`src/rtl/pvs_pkg.sv`:
```
// Shared policy encoding for the page victim selector.
package pvs_pkg;
    typedef enum logic [1:0] {
        POL_FIFO = 2'd0,
        POL_LRU  = 2'd1,
        POL_LFU  = 2'd2,
        POL_SPARE = 2'd3
    } policy_e;
endpackage

```
`src/rtl/pvs_tag_match.sv`:
```
// Compares a page against all frame tags and finds the first empty frame.
// Assumes at most one valid frame holds any given page (the parent guarantees it).
module pvs_tag_match #(
    parameter int NUM_FRAMES = 4,
    parameter int PAGE_W     = 8,
    localparam int IDX_W     = $clog2(NUM_FRAMES)
) (
    input  logic [NUM_FRAMES-1:0][PAGE_W-1:0] tags,
    input  logic [NUM_FRAMES-1:0]             valid,
    input  logic [PAGE_W-1:0]                 page,
    output logic [NUM_FRAMES-1:0]             hit_vec,
    output logic                              hit,
    output logic [IDX_W-1:0]                  hit_idx,
    output logic                              any_free,
    output logic [IDX_W-1:0]                  free_idx
);
    // One comparator per frame.
    for (genvar g = 0; g < NUM_FRAMES; g++) begin : g_cmp
        assign hit_vec[g] = valid[g] && (tags[g] == page);
    end

    // Encode the matching frame and the lowest-indexed empty frame.
    always_comb begin
        hit      = |hit_vec;
        any_free = ~&valid;
        hit_idx  = '0;
        free_idx = '0;
        for (int i = NUM_FRAMES - 1; i >= 0; i--) begin
            if (hit_vec[i]) hit_idx  = IDX_W'(i);
            if (!valid[i])  free_idx = IDX_W'(i);
        end
    end
endmodule

```
`src/rtl/pvs_victim_pick.sv`:
```
// Returns the index of the frame with the smallest key; ties go to the lowest index.
// Assumes every frame is occupied when the result is used.
module pvs_victim_pick #(
    parameter int NUM_FRAMES = 4,
    parameter int KEY_W      = 16,
    localparam int IDX_W     = $clog2(NUM_FRAMES)
) (
    input  logic [NUM_FRAMES-1:0][KEY_W-1:0] keys,
    output logic [IDX_W-1:0]                 victim_idx
);
    logic [KEY_W-1:0] best;

    // Linear minimum scan with a strict compare, so earlier frames win ties.
    always_comb begin
        best       = keys[0];
        victim_idx = '0;
        for (int i = 1; i < NUM_FRAMES; i++) begin
            if (keys[i] < best) begin
                best       = keys[i];
                victim_idx = IDX_W'(i);
            end
        end
    end
endmodule

```
`src/rtl/page_victim_sel.sv`:
```
// Page replacement victim selector: tracks resident pages per frame, answers each
// reference with hit/fault, frame and eviction, under an arrival, recency or use-count policy.
// Assumes policy_i only changes across a reset, and that fewer than 2**KEY_W references
// arrive between resets so stamps do not wrap.
module page_victim_sel
    import pvs_pkg::*;
#(
    parameter int NUM_FRAMES = 4,
    parameter int PAGE_W     = 8,
    parameter int KEY_W      = 16,
    parameter int CNT_W      = 16,
    localparam int IDX_W     = $clog2(NUM_FRAMES)
) (
    input  logic              clk,
    input  logic              rst_n,
    input  logic [1:0]        policy_i,
    input  logic              ref_valid_i,
    input  logic [PAGE_W-1:0] ref_page_i,
    output logic              resp_valid_o,
    output logic              hit_o,
    output logic              fault_o,
    output logic              replaced_o,
    output logic [IDX_W-1:0]  frame_o,
    output logic [CNT_W-1:0]  fault_count_o,
    output logic [CNT_W-1:0]  repl_count_o
);
    logic [NUM_FRAMES-1:0][PAGE_W-1:0] tag_q;
    logic [NUM_FRAMES-1:0]             vld_q;
    logic [NUM_FRAMES-1:0][KEY_W-1:0]  key_q;
    logic [KEY_W-1:0]                  stamp_q;
    logic [NUM_FRAMES-1:0]             hit_vec;
    logic                              hit_any, any_free, evict;
    logic [IDX_W-1:0]                  hit_idx, free_idx, victim_idx, tgt_idx;
    logic [KEY_W-1:0]                  tgt_key;
    policy_e                           pol;

    assign pol = policy_e'(policy_i);

    pvs_tag_match #(.NUM_FRAMES(NUM_FRAMES), .PAGE_W(PAGE_W)) u_match (
        .tags(tag_q), .valid(vld_q), .page(ref_page_i), .hit_vec(hit_vec),
        .hit(hit_any), .hit_idx(hit_idx), .any_free(any_free), .free_idx(free_idx)
    );

    pvs_victim_pick #(.NUM_FRAMES(NUM_FRAMES), .KEY_W(KEY_W)) u_pick (
        .keys(key_q), .victim_idx(victim_idx)
    );

    // Choose the frame to use and the key it will hold after this reference.
    always_comb begin
        evict   = !hit_any && !any_free;
        tgt_idx = hit_any ? hit_idx : (any_free ? free_idx : victim_idx);
        if (!hit_any) begin
            tgt_key = (pol == POL_LFU) ? KEY_W'(1) : stamp_q;
        end else begin
            case (pol)
                POL_LRU: tgt_key = stamp_q;
                POL_LFU: tgt_key = (&key_q[hit_idx]) ? key_q[hit_idx] : key_q[hit_idx] + KEY_W'(1);
                default: tgt_key = key_q[hit_idx];
            endcase
        end
    end

    // Frame residency, policy keys and the reference stamp.
    always_ff @(posedge clk) begin
        if (!rst_n) begin
            tag_q   <= '0;
            vld_q   <= '0;
            key_q   <= '0;
            stamp_q <= '0;
        end else if (ref_valid_i) begin
            tag_q[tgt_idx] <= ref_page_i;
            vld_q[tgt_idx] <= 1'b1;
            key_q[tgt_idx] <= tgt_key;
            stamp_q        <= stamp_q + KEY_W'(1);
        end
    end

    // Registered response and running totals.
    always_ff @(posedge clk) begin
        if (!rst_n) begin
            resp_valid_o  <= 1'b0;
            hit_o         <= 1'b0;
            fault_o       <= 1'b0;
            replaced_o    <= 1'b0;
            frame_o       <= '0;
            fault_count_o <= '0;
            repl_count_o  <= '0;
        end else begin
            resp_valid_o <= ref_valid_i;
            hit_o        <= ref_valid_i && hit_any;
            fault_o      <= ref_valid_i && !hit_any;
            replaced_o   <= ref_valid_i && evict;
            if (ref_valid_i) frame_o <= tgt_idx;
            if (ref_valid_i && !hit_any) fault_count_o <= fault_count_o + CNT_W'(1);
            if (ref_valid_i && evict)    repl_count_o  <= repl_count_o + CNT_W'(1);
        end
    end

    AST_ONE_MATCH: assert property (@(posedge clk) disable iff (!rst_n)
        $onehot0(hit_vec)) else $error("page held in two frames");
    AST_IDLE_QUIET: assert property (@(posedge clk) disable iff (!rst_n)
        !resp_valid_o |-> !(hit_o || fault_o || replaced_o)) else $error("idle response");
    AST_EVICT_IS_FAULT: assert property (@(posedge clk) disable iff (!rst_n)
        replaced_o |-> fault_o && !hit_o) else $error("eviction without fault");
    AST_EVICT_ONLY_FULL: assert property (@(posedge clk) disable iff (!rst_n)
        replaced_o |-> $past(&vld_q)) else $error("eviction with free frame");
    AST_FAULT_STEP: assert property (@(posedge clk) disable iff (!rst_n)
        (resp_valid_o && fault_o) |-> fault_count_o == $past(fault_count_o) + CNT_W'(1))
        else $error("fault total step");
    AST_HIT_NO_COUNT: assert property (@(posedge clk) disable iff (!rst_n)
        (resp_valid_o && hit_o) |-> $stable(fault_count_o) && $stable(repl_count_o))
        else $error("hit changed totals");
    AST_LFU_LOAD_ONE: assert property (@(posedge clk) disable iff (!rst_n)
        (ref_valid_i && pol == POL_LFU && !hit_any) |=> key_q[$past(tgt_idx)] == KEY_W'(1))
        else $error("load count not one");
endmodule

```
`config.mk`:
```
export PLATFORM = sky130hd
export DESIGN_NAME = page_victim_sel
export DESIGN_NICKNAME = d
export VERILOG_FILES = /design/src/rtl/pvs_pkg.sv /design/src/rtl/pvs_tag_match.sv /design/src/rtl/pvs_victim_pick.sv /design/src/rtl/page_victim_sel.sv
export SDC_FILE = /design/constraint.sdc
export NUM_CORES = 1
export LEC_CHECK = 0
export BUFFER_PORTS_ARGS = -buffer_cell sky130_fd_sc_hd__buf_4
export CORE_MARGIN = 2
export CORE_UTILIZATION = 54
export CTS_CLUSTER_SIZE = 16
export DETAILED_ROUTE_END_ITERATION = 7
export PLACE_DENSITY = 0.77
export SETUP_SLACK_MARGIN = 0.1
export SLEW_MARGIN = 0
export SYNTH_ARGS = -nofsm -noshare
export SYNTH_HDL_FRONTEND = slang
export SYNTH_SLANG_ARGS = --single-unit
```
`constraint.sdc`:
```
create_clock -name clk -period 6.2 [get_ports clk]
set_clock_uncertainty 0.05 [all_clocks]
set_input_delay 0.62 -clock clk [delete_from_list [all_inputs] [get_ports clk]]
set_output_delay 0.62 -clock clk [all_outputs]
set_load 0.005 [all_outputs]
```
After elaboration in Yosys (flattened, before gate mapping)
Index checks and enable logic that the tools add are counted.
{"block": "totals", "word_cells": 76, "output_inout_bits": 38, "inputBits": 13, "reg_bits": 154}
{"block": "op_classes", "muxes": 29, "n_eq_ne": 6, "n_addsub": 4, "bitwise_logic": 1, "magnitude_cmp": 6, "n_reduce_logical": 13}
{"cell": "16-bit 2-to-1 mux", "n": 7}
{"cell": "16-bit by 1-bit adder with 16-bit output, second input constant", "n": 4}
{"cell": "64-bit bitwise mux", "n": 1}
{"cell": "16-bit < comparator", "n": 3}
{"cell": "16-bit binary-select mux with 2-bit select", "n": 1}
{"cell": "32-bit bitwise mux", "n": 1}
{"cell": "16-bit demux with 2-bit select", "n": 1}
{"cell": "8-bit equality test", "n": 4}
{"cell": "16-bit one-hot mux with 2 select lines", "n": 1}
{"cell": "2-bit 2-to-1 mux", "n": 12}
{"cell": "8-bit demux with 2-bit select", "n": 1}
{"cell": "16-bit AND reduction", "n": 1}
{"cell": "1-bit logical AND", "n": 9}
{"cell": "8-bit 2-to-1 mux", "n": 1}
{"cell": "2-bit by 3-bit < comparator with 1-bit output, second input constant", "n": 2}
{"cell": "4-bit OR", "n": 1}
{"cell": "4-bit AND reduction", "n": 1}
{"cell": "4-bit OR reduction", "n": 1}
{"cell": "1-bit demux with 2-bit select", "n": 1}
{"cell": "2-bit by 1-bit equality test with 1-bit output, second input constant", "n": 1}
{"cell": "2-bit equality test, second input constant", "n": 1}
{"cell": "2-bit by 1-bit >= comparator with 1-bit output, second input constant", "n": 1}
{"cell": "1-bit 2-to-1 mux", "n": 2}
{"cell": "1-bit logical NOT", "n": 1}

Longest topological paths before layout
Gate-level depths: netlist (run 1).
{"block": "depth", "word_depth": 13, "ltp_mapped": 35, "mapped_depth_nobuf": 31}

Hierarchy
Synthesis (run 1) repeated with hierarchy kept, for this count alone.
{"block": "unflattened", "cells_unflattened": 1089, "area_unflattened_um2": 9201.3}
{"module": "page_victim_sel", "area_per_inst_um2": 7058.0, "seq_area_each_um2": 3083.0, "instances": 1, "cells_each": 827}
{"module": "pvs_victim_pick", "area_per_inst_um2": 1575.3, "seq_area_each_um2": 0.0, "instances": 1, "cells_each": 194}
{"module": "pvs_tag_match", "area_per_inst_um2": 568.0, "seq_area_each_um2": 0.0, "instances": 1, "cells_each": 68}

Least setup slack after synthesis (run 1)
Ideal clock, no wire load.
{"block": "synth_timing", "kind": "reg2reg", "start": "register key_q[5] in the netlist's numbering", "end": "register key_q[30] in the netlist's numbering", "path_buffers": 4, "path_stages_with_launch": 35, "t_required_ps": 6014, "arrival_time_ps": 6170, "synth_period_minus_slack_ps": 6357, "path_slack_ps": -157, "setup_ps": 136, "path_cell_list": "dfxtp_1 > inv_1 > ha_1 > a21o_1 > a21o_1 > a21oi_1 > o21ai_0 > a21oi_1 > clkbuf_1 > nor2_1 > a21oi_1 > ha_1 > a21o_1 > a21oi_1 > o21ai_0 > a31oi_1 > o21ai_0 > or3_1 > o21a_1 > clkbuf_1 > nand2_1 > o21ai_0 > ha_1 > a21oi_1 > nor2b_1 > o21ai_0 > a21oi_1 > a31oi_1 > and3_1 > and2_1 > nor4_1 > o211a_1 > buf_2 > clkbuf_1 > a21oi_1"}
{"block": "synth_between", "elab_chain_cells": 13, "elab_cells_between_ends": 23, "classes_between": "add/sub (1); order compare (5); mux (15); reduce/logical (2)"}
{"item": "start, declared", "line_no": "page_victim_sel.sv:29", "source": "logic [NUM_FRAMES-1:0][KEY_W-1:0] key_q;"}
{"item": "start signal, assigned by index", "line_no": "page_victim_sel.sv:73", "source": "key_q[tgt_idx] <= tgt_key;"}
{"item": "16-bit < comparator", "line_no": "pvs_victim_pick.sv:18", "source": "if (keys[i] < best) begin"}
{"item": "16-bit 2-to-1 mux", "line_no": "pvs_victim_pick.sv:18"}
{"item": "16-bit < comparator", "line_no": "pvs_victim_pick.sv:18"}
{"item": "16-bit 2-to-1 mux", "line_no": "pvs_victim_pick.sv:18"}
{"item": "16-bit < comparator", "line_no": "pvs_victim_pick.sv:18"}
{"item": "2-bit 2-to-1 mux", "line_no": "pvs_victim_pick.sv:18"}
{"item": "2-bit 2-to-1 mux (2 in a row)", "line_no": "page_victim_sel.sv:51", "source": "tgt_idx = hit_any ? hit_idx : (any_free ? free_idx : victim_idx);"}
{"item": "2-bit by 3-bit < comparator with 1-bit output (implied by the code) / 2-bit by 1-bit >= comparator with 1-bit output (equally long branches)", "line_no": "page_victim_sel.sv:73"}
{"item": "1-bit logical AND (implied by the code)", "line_no": "page_victim_sel.sv:73"}
{"item": "16-bit 2-to-1 mux (implied by the code)", "line_no": "page_victim_sel.sv:73"}
{"item": "16-bit demux with 2-bit select", "line_no": "page_victim_sel.sv:73"}
{"item": "64-bit bitwise mux (*)", "line_no": "page_victim_sel.sv:73"}
Every way passes the cells marked *; elsewhere a longest branch is shown, timed or not. The select of a mux whose other input is x is not followed.
A chain may end at the register's enable or synchronous reset.

Final worst setup path (run 1)
{"block": "layout_timing", "start": "register key_q[1] in the netlist's numbering", "end": "register key_q[41] in the netlist's numbering"}
The elaborated chain is that of the path after synthesis.

==> key figures, run 1 <==
Worst setup path
  • Crit start category: flip-flop
  • CP max stage delay: a little over 400 ps
  • CP arrival: 6460 ps
  • CP required: 6450 ps
  • Setup Crit Path Kind: reg -> reg
  • R2R Setup Slk: -10 ps
  • CP max-delay cell: or3_4
  • Worst setup EP type: flip-flop
  • Worst-path maximum fanout: 7
  • Most used cell, CP: buf_6

Clocking
  • Skew-Pair Late Insertion Delay: about 440 ps
  • CTS clk-pin slew, worst paths: 70 ps
  • Sink Count: approximately 150
  • CTS hold repair buffers: 0
  • Total CTS buffers: 17
  • Clk buf depth: 2
  • Clk root buf: clkbuf_16
  • CTS tree: built
  • H-tree depth: 4

Timing
  • Setup WS post-layout: -14.95 ps
  • Setup-failing EPs final: 2
  • Slew of the pin with the lowest slew margin: 905.3 ps
  • RSZ-0062 raised after global routing: yes
  • Rel. slew slack: 0.3901
  • Fin Hold WS: 441.2 ps
  • Min Tclk post-route: around 6200 ps
  • Slew Limit Fails: 0
  • Max Fclk: between 150 and 200 MHz
  • Fin crit share: 1.002
  • Hold Fails Final Rpt: 0

Cells and area
  • N_diodes: 0
  • # fillers: between 1,000 and 1,500
  • Fin cells: 1,506
  • Final #Nets: 1,332
  • Total area of sequential cells: between 3000 and 4000 sq um
  • Area of the multi-input gates: 6252 sq um
  • P&R area growth vs syn: 27.12%
  • Share of cells above drive strength 1: 0.2717

Place
  • PortBufs: 50
  • RD Place Congestion: 1.011
  • Hpwl dp: between 20,000 and 25,000 um
  • DP Worst Slack: -520.7 ps
  • Placed instance count: 1,444

Power
  • Total power: 4.083 mW
  • P_leak: 4.720 nW
  • VDD IR-drop max: slightly above 0.0003 V
  • Power per cell area: 340.1 nW/um^2

Worst hold path
  • Worst Hold Class: reg -> reg

Drt
  • WL/cell: 20.29 um
  • Iter 0 DRT Violations: 1,298
  • Routed WL: between 30,000 and 40,000 um
  • Vias: 9,435
  • Post-route ant nets: 0
  • Initial DRT Pass Iterations: 6
  • DR vias/cell: 6.265
  • Post-route DRC: 0

Flow run
  • Max cap viols: 0

Yosys
  • Instance count of the mapped netlist: 1,131
  • Share of flip-flops with an asynchronous set or reset: 0
  • Seq/Total Area, Yosys: 0.3264
  • Cell area after synthesis: 9445 sq um
  • Main synth FF type: dfxtp_1
  • Mapped Avg Cell Area: between 8 and 9 sq um
  • Post-synth EDFFs: 0
  • YS warnings: 0
  • Synth unique cells: 83
  • Synth Register Bits: ~150
  • Syn Nets: 1,195

Die
  • Die area: 18,570 sq um
  • IO Pins: 51
  • Starting Density: 0.5499
  • Core area: ~17,000 sq um
  • Row cnt: 48
  • Chip width: 136.3 um
  • Die height: 136.3 um

Global routing
  • Antenna violations before repair: 0
  • Met1 Usage GRT: 0.4128
  • Largest net degree at the start of global routing: 72
  • Gr busiest metal: met2
  • Met2 Track Usage GR: 0.5059
  • GR Overflow Total: 0
  • GR Util met3: 0.07793
  • First-pass GRT wire length: roughly 47,000 um
  • GRT Util Overall: 0.3239
  • Vias in the first global route: between 8,000 and 9,000

Outcome
  • Failing checks: setup timing
  • Status: finished, violations left
-- cells in the final DEF (no fill, tap or decap), drive strengths merged, types with 19 or more instances in the layout --
cell type  instances
buf              183
dfxtp            154
nor2             142
o21ai            100
a21oi             99
nand2             83
mux2i             51
ha                51
inv               45
nand3             43
xnor2             43
xor2              30
nand4             25
clkbuf            19
-- Yosys cell counts, types with 16 or more instances --
master	instances	area, sq um
inv_1	37	138.9
nand2_1	80	300.3
nand3_1	41	205.2
o21ai_0	95	475.5
xor2_1	30	262.8
mux2i_1	51	510.5
xnor2_1	31	271.5
nor2_1	141	529.3
a21oi_1	99	495.5
dfxtp_1	154	3083
nand4_1	24	150.1
ha_1	51	638.1
nor3_1	16	80.08
clkbuf_1	31	116.4
-- kinds of logic (layout without fill, tap and decap cells) --
kind of cell               Yosys count  in the layout  share of synthesized area
AOI/OAI and AO/OA                  317            318                     0.2206
xor gates and xnor gates            73             73                    0.07723
adders and majority gates           51             51                    0.06756
and+or+nand+nor                    372            372                     0.1876
buffers and inverters              105            254                    0.05590
muxes                               59             59                    0.06478
DFF                                154            154                     0.3264
-- layer usage --
layer | wire, um | vias up
met2 | 13630 | 552
li1 | - | 4361
met5 | 0 | -
met3 | 2745 | 139
met1 | 12570 | 4383
met4 | 1620 | 0
-- area by class of cell --
| type | instances | area share |
|---|---|---|
| Multi-Input combinational cell | 873 | 0.5207 |
| Sequential cell | 154 | 0.2577 |
| Timing Repair Buffer | 184 | 0.1346 |
| Clock buffer | 18 | 0.03658 |
| Tap cell | 225 | 0.02345 |
| Clock inverter | 14 | 0.01480 |
| Inverter | 38 | 0.01209 |
-- stage by stage --
step / utilization / cell area (sq um) / setup TNS, ps
2_1_floorplan: - / 9463 / 0
3_3_place_gp: 0.6168 / 10590 / -19710
3_5_place_dp: 0.6168 / 10590 / -31790
4_1_cts: 0.6808 / 11690 / 0
5_1_grt: 0.6990 / 12010 / -10350
6_report: 0.6990 / 12010 / -26.61
-- what timing repair did --
action / 4_1_cts / 5_1_grt
hold endpoints to repair: 0 / 0
gates cloned: 4 / 1
buffers inserted: 16 / 11
resized for setup: 86 / 73
pin swaps: 37 / 40
endpoints found under the setup margin: 102 / 102
-- state kept, by name, summed over array words and instances (netlist names), 2 cells and up --
name and count:
fault_count_o 16, frame_o 2, key_q 64, repl_count_o 16
stamp_q 16, tag_q 32, vld_q 4
-- path summary, 6_finish.rpt --
path,from,endpoint,cells past startpoint
max,key_q[1],key_q[41],35
min,key_q[51],key_q[51],2
max reg2reg,key_q[1],key_q[41],35
min reg2reg,key_q[51],key_q[51],2
-- report_power, final --
group          internal [mW]  switching (mW)
combinational          0.894            1.00
clock                  0.622           0.487
sequential              1.04          0.0401
-- critical path: cells and delay by family, from the launching register on --
family          cells  cell delay, ps
compound gates     18            2930
simple gates        5             820
flops               1             320
buf+inv             9            1220
fa+ha+maj           3             710
(Power assumes the default switching activity.)
==> run 2: changes to the inputs <==
--- a/config.mk
+++ b/config.mk
@@ -8,6 +8,7 @@
 export BUFFER_PORTS_ARGS = -buffer_cell sky130_fd_sc_hd__buf_4
 export CORE_MARGIN = 2
 export CORE_UTILIZATION = 54
+export CTS_BUF_LIST = sky130_fd_sc_hd__clkbuf_16
 export CTS_CLUSTER_SIZE = 16
 export DETAILED_ROUTE_END_ITERATION = 7
 export PLACE_DENSITY = 0.77
==> run 2 against run 1 <==
The run still ends with setup timing left. Non-clock buffer count up 9. Global-route usage is 0.068 points lower. Die area unchanged. Design area rose by 0.91%. Critical endpoint is now tag_q[24]. Largest cell class unchanged.
==> key figures, run 2 (synthesis results as in run 1) <==
Die
  • IO Pins: 51 (unchanged)
  • Die area: 18,570 sq um (unchanged)
  • Starting Density: 0.5499 (unchanged)
  • Core area: 17,180 sq um (unchanged)
  • Die height: 136.3 um (unchanged)
  • Chip width: 136.3 um (unchanged)
  • Row cnt: 48 (unchanged)

Power
  • Total power: 4.203 mW (+2.9%)
  • P_leak: 4.768 nW (+1.0%)
  • Power per cell area: 346.9 nW/um^2 (+2.0%)
  • VDD IR-drop max: 0.0003231 V (+6.7%)

Timing
  • RSZ-0062 raised after global routing: yes
  • Setup-failing EPs final: 25 (+23)
  • Min Tclk post-route: 6300 ps (+84.90 ps)
  • Rel. slew slack: 0.4083 (+0.01825)
  • Slew of the pin with the lowest slew margin: 878.2 ps (-27.09 ps)
  • Max Fclk: 158.7 MHz (-1.3%)
  • Slew Limit Fails: 0 (unchanged)
  • Hold Fails Final Rpt: 0 (unchanged)
  • Fin Hold WS: 442.5 ps (+1.312 ps)
  • Fin crit share: 1.016 (+0.01369)
  • Setup WS post-layout: -99.85 ps (-84.90 ps)

Cells and area
  • Top reg by flops: key_q
  • Biggest registers after layout: key_q: 64 flops, tag_q: 32 flops
  • N_diodes: 0 (unchanged)
  • Share of cells above drive strength 1: 0.2783 (+0.006632)
  • Max reg flops: 64 (unchanged)
  • Most frequent cells in the layout: 159 x buf_4, 145 x dfxtp_1, 138 x nor2_1, 80 x a21oi_1, 77 x nand2_1
  • Total area of sequential cells: 3094 sq um (unchanged)
  • # fillers: 1,310 (-0.91%)
  • Final #Nets: 1,341 (+0.68%)
  • P&R area growth vs syn: 28.27%
  • Area of the multi-input gates: 6265 sq um (+0.20%)
  • Leading cell type in the layout, fill and taps excluded: buf_4

Worst setup path
  • CP max-delay cell: or3_4
  • R2R Setup Slk: -100 ps (-80 ps)
  • Worst setup EP type: flip-flop
  • CP max stage delay: 410 ps (about the same)
  • Setup Crit Path Kind: reg -> reg
  • Register-to-Register Path Depth: 33 (-5.7%)
  • Crit start category: flip-flop
  • Reg2reg end: tag_q[24]
  • Worst-path maximum fanout: 7 (unchanged)
  • CP required: 6450 ps (about the same)
  • Beginning of the worst register-to-register path: key_q[5]
  • CP arrival: 6550 ps (+90 ps)

Worst hold path
  • Worst Hold Class: reg -> reg
  • Hold Path Stages: 2 (unchanged)
  • Hold Crit Start: fault_count_o[15]
  • Hold EP: fault_count_o[15]

Global routing
  • Largest net degree at the start of global routing: 72 (unchanged)
  • First-pass GRT wire length: 46,520 um (-0.27%)
  • GRT Util Overall: 0.3232 (-0.0006837)
  • Vias in the first global route: 8,851 (-0.25%)
  • GR Overflow Total: 0 (unchanged)
  • Antenna violations before repair: 0 (unchanged)

Drt
  • DR vias/cell: 6.378 (+1.8%)
  • Routed WL: 31,680 um (+3.6%)
  • Post-route DRC: 0 (unchanged)
  • WL/cell: 20.91 um (+3.0%)
  • Vias: 9,663 (+2.4%)
  • Iter 0 DRT Violations: 1,336 (+2.9%)
  • Post-route ant nets: 0 (unchanged)
  • Initial DRT Pass Iterations: 6 (unchanged)

Place
  • Hpwl dp: 20,410 um (unchanged)
  • PortBufs: 50 (unchanged)
  • RD Place Congestion: 1.011 (unchanged)

Clocking
  • Clk buf depth: 2 (unchanged)
  • Skew-Pair Late Insertion Delay: 440 ps (about the same)
  • CTS hold repair buffers: 0 (unchanged)
  • H-tree depth: 4 (unchanged)
  • Total CTS buffers: 17 (unchanged)
  • Sink Count: 154 (unchanged)
  • CTS tree: built
  • CTS clk-pin slew, worst paths: 70 ps (about the same)
  • Clk root buf: clkbuf_16

Flow run
  • Max cap viols: 0 (unchanged)

Outcome
  • Status: finished, violations left
  • Failing checks: setup timing
run 2: changes by cell type in the layout (fill, tap and decap cells not counted), sizes merged:
cell	before	now
buf	183	190
clkinv	3	4
clkbuf	19	20
run 2: final cells by class:
class,instances,share of cell area
clock buffer,17,0.03511
clock inverter,15,0.01497
inverter,38,0.01198
multi-input combinational,873,0.5171
sequential,154,0.2554
tap,225,0.02324
timing repair buffer,193,0.1422
run 2: how the worst max path moves through the flow:
stage / start / to / slack [ps] / cells after the start
floorplan: key_q[5] / key_q[27] / 120 / 34
global placement: key_q[5] / key_q[43] / -370 / 34
detailed placement: key_q[5] / key_q[43] / -520 / 34
CTS: key_q[1] / tag_q[23] / 80 / 33
global route: key_q[1] / key_q[46] / -260 / 34
finish: key_q[5] / tag_q[24] / -100 / 33
run 2: critical path, delay by kind of cell (launching register included):
family | cells | cell delay [ps]
AO/OA/AOI/OAI | 15 | 2660
adder cells (fa/ha/maj) | 3 | 710
buffers and inverters | 8 | 1070
flip-flops | 1 | 340
multiplexers | 1 | 210
AND/OR/NAND/NOR | 6 | 1100
run 2: routing by layer:
layer  track usage  wire (um)  vias up
li1              -          -     4382
met1        0.4101      12480     4491
met2        0.5045      14180      634
met3       0.07905       3097      156
met4        0.1759       1921        0
met5             0          0        -
run 2: per-stage QoR:
stage	util	setup TNS, ps	cells	instance area, sq um	setup slack (ps)
after global routing	0.7053	-11120	1515	12120	-263.5
final	0.7053	-1551	1515	12120	-99.85
after floorplan	-	0	1131	9463	121.5
after detailed placement	0.6168	-31790	1444	10590	-520.7
after global placement	0.6168	-19710	1444	10590	-365.4
after CTS	0.6802	0	1496	11680	77.13
run 2: report_power, final:
group | switching (mW) | internal, mW
combinational | 1.06 | 0.965
sequential | 0.0406 | 1.04
clock | 0.492 | 0.609
run 2: timing repair:
action | 4_1_cts | 5_1_grt
pin swaps | 37 | 42
cloned | 4 | 5
resized for setup | 86 | 78
setup endpoints to repair | 102 | 102
setup buffers | 16 | 16
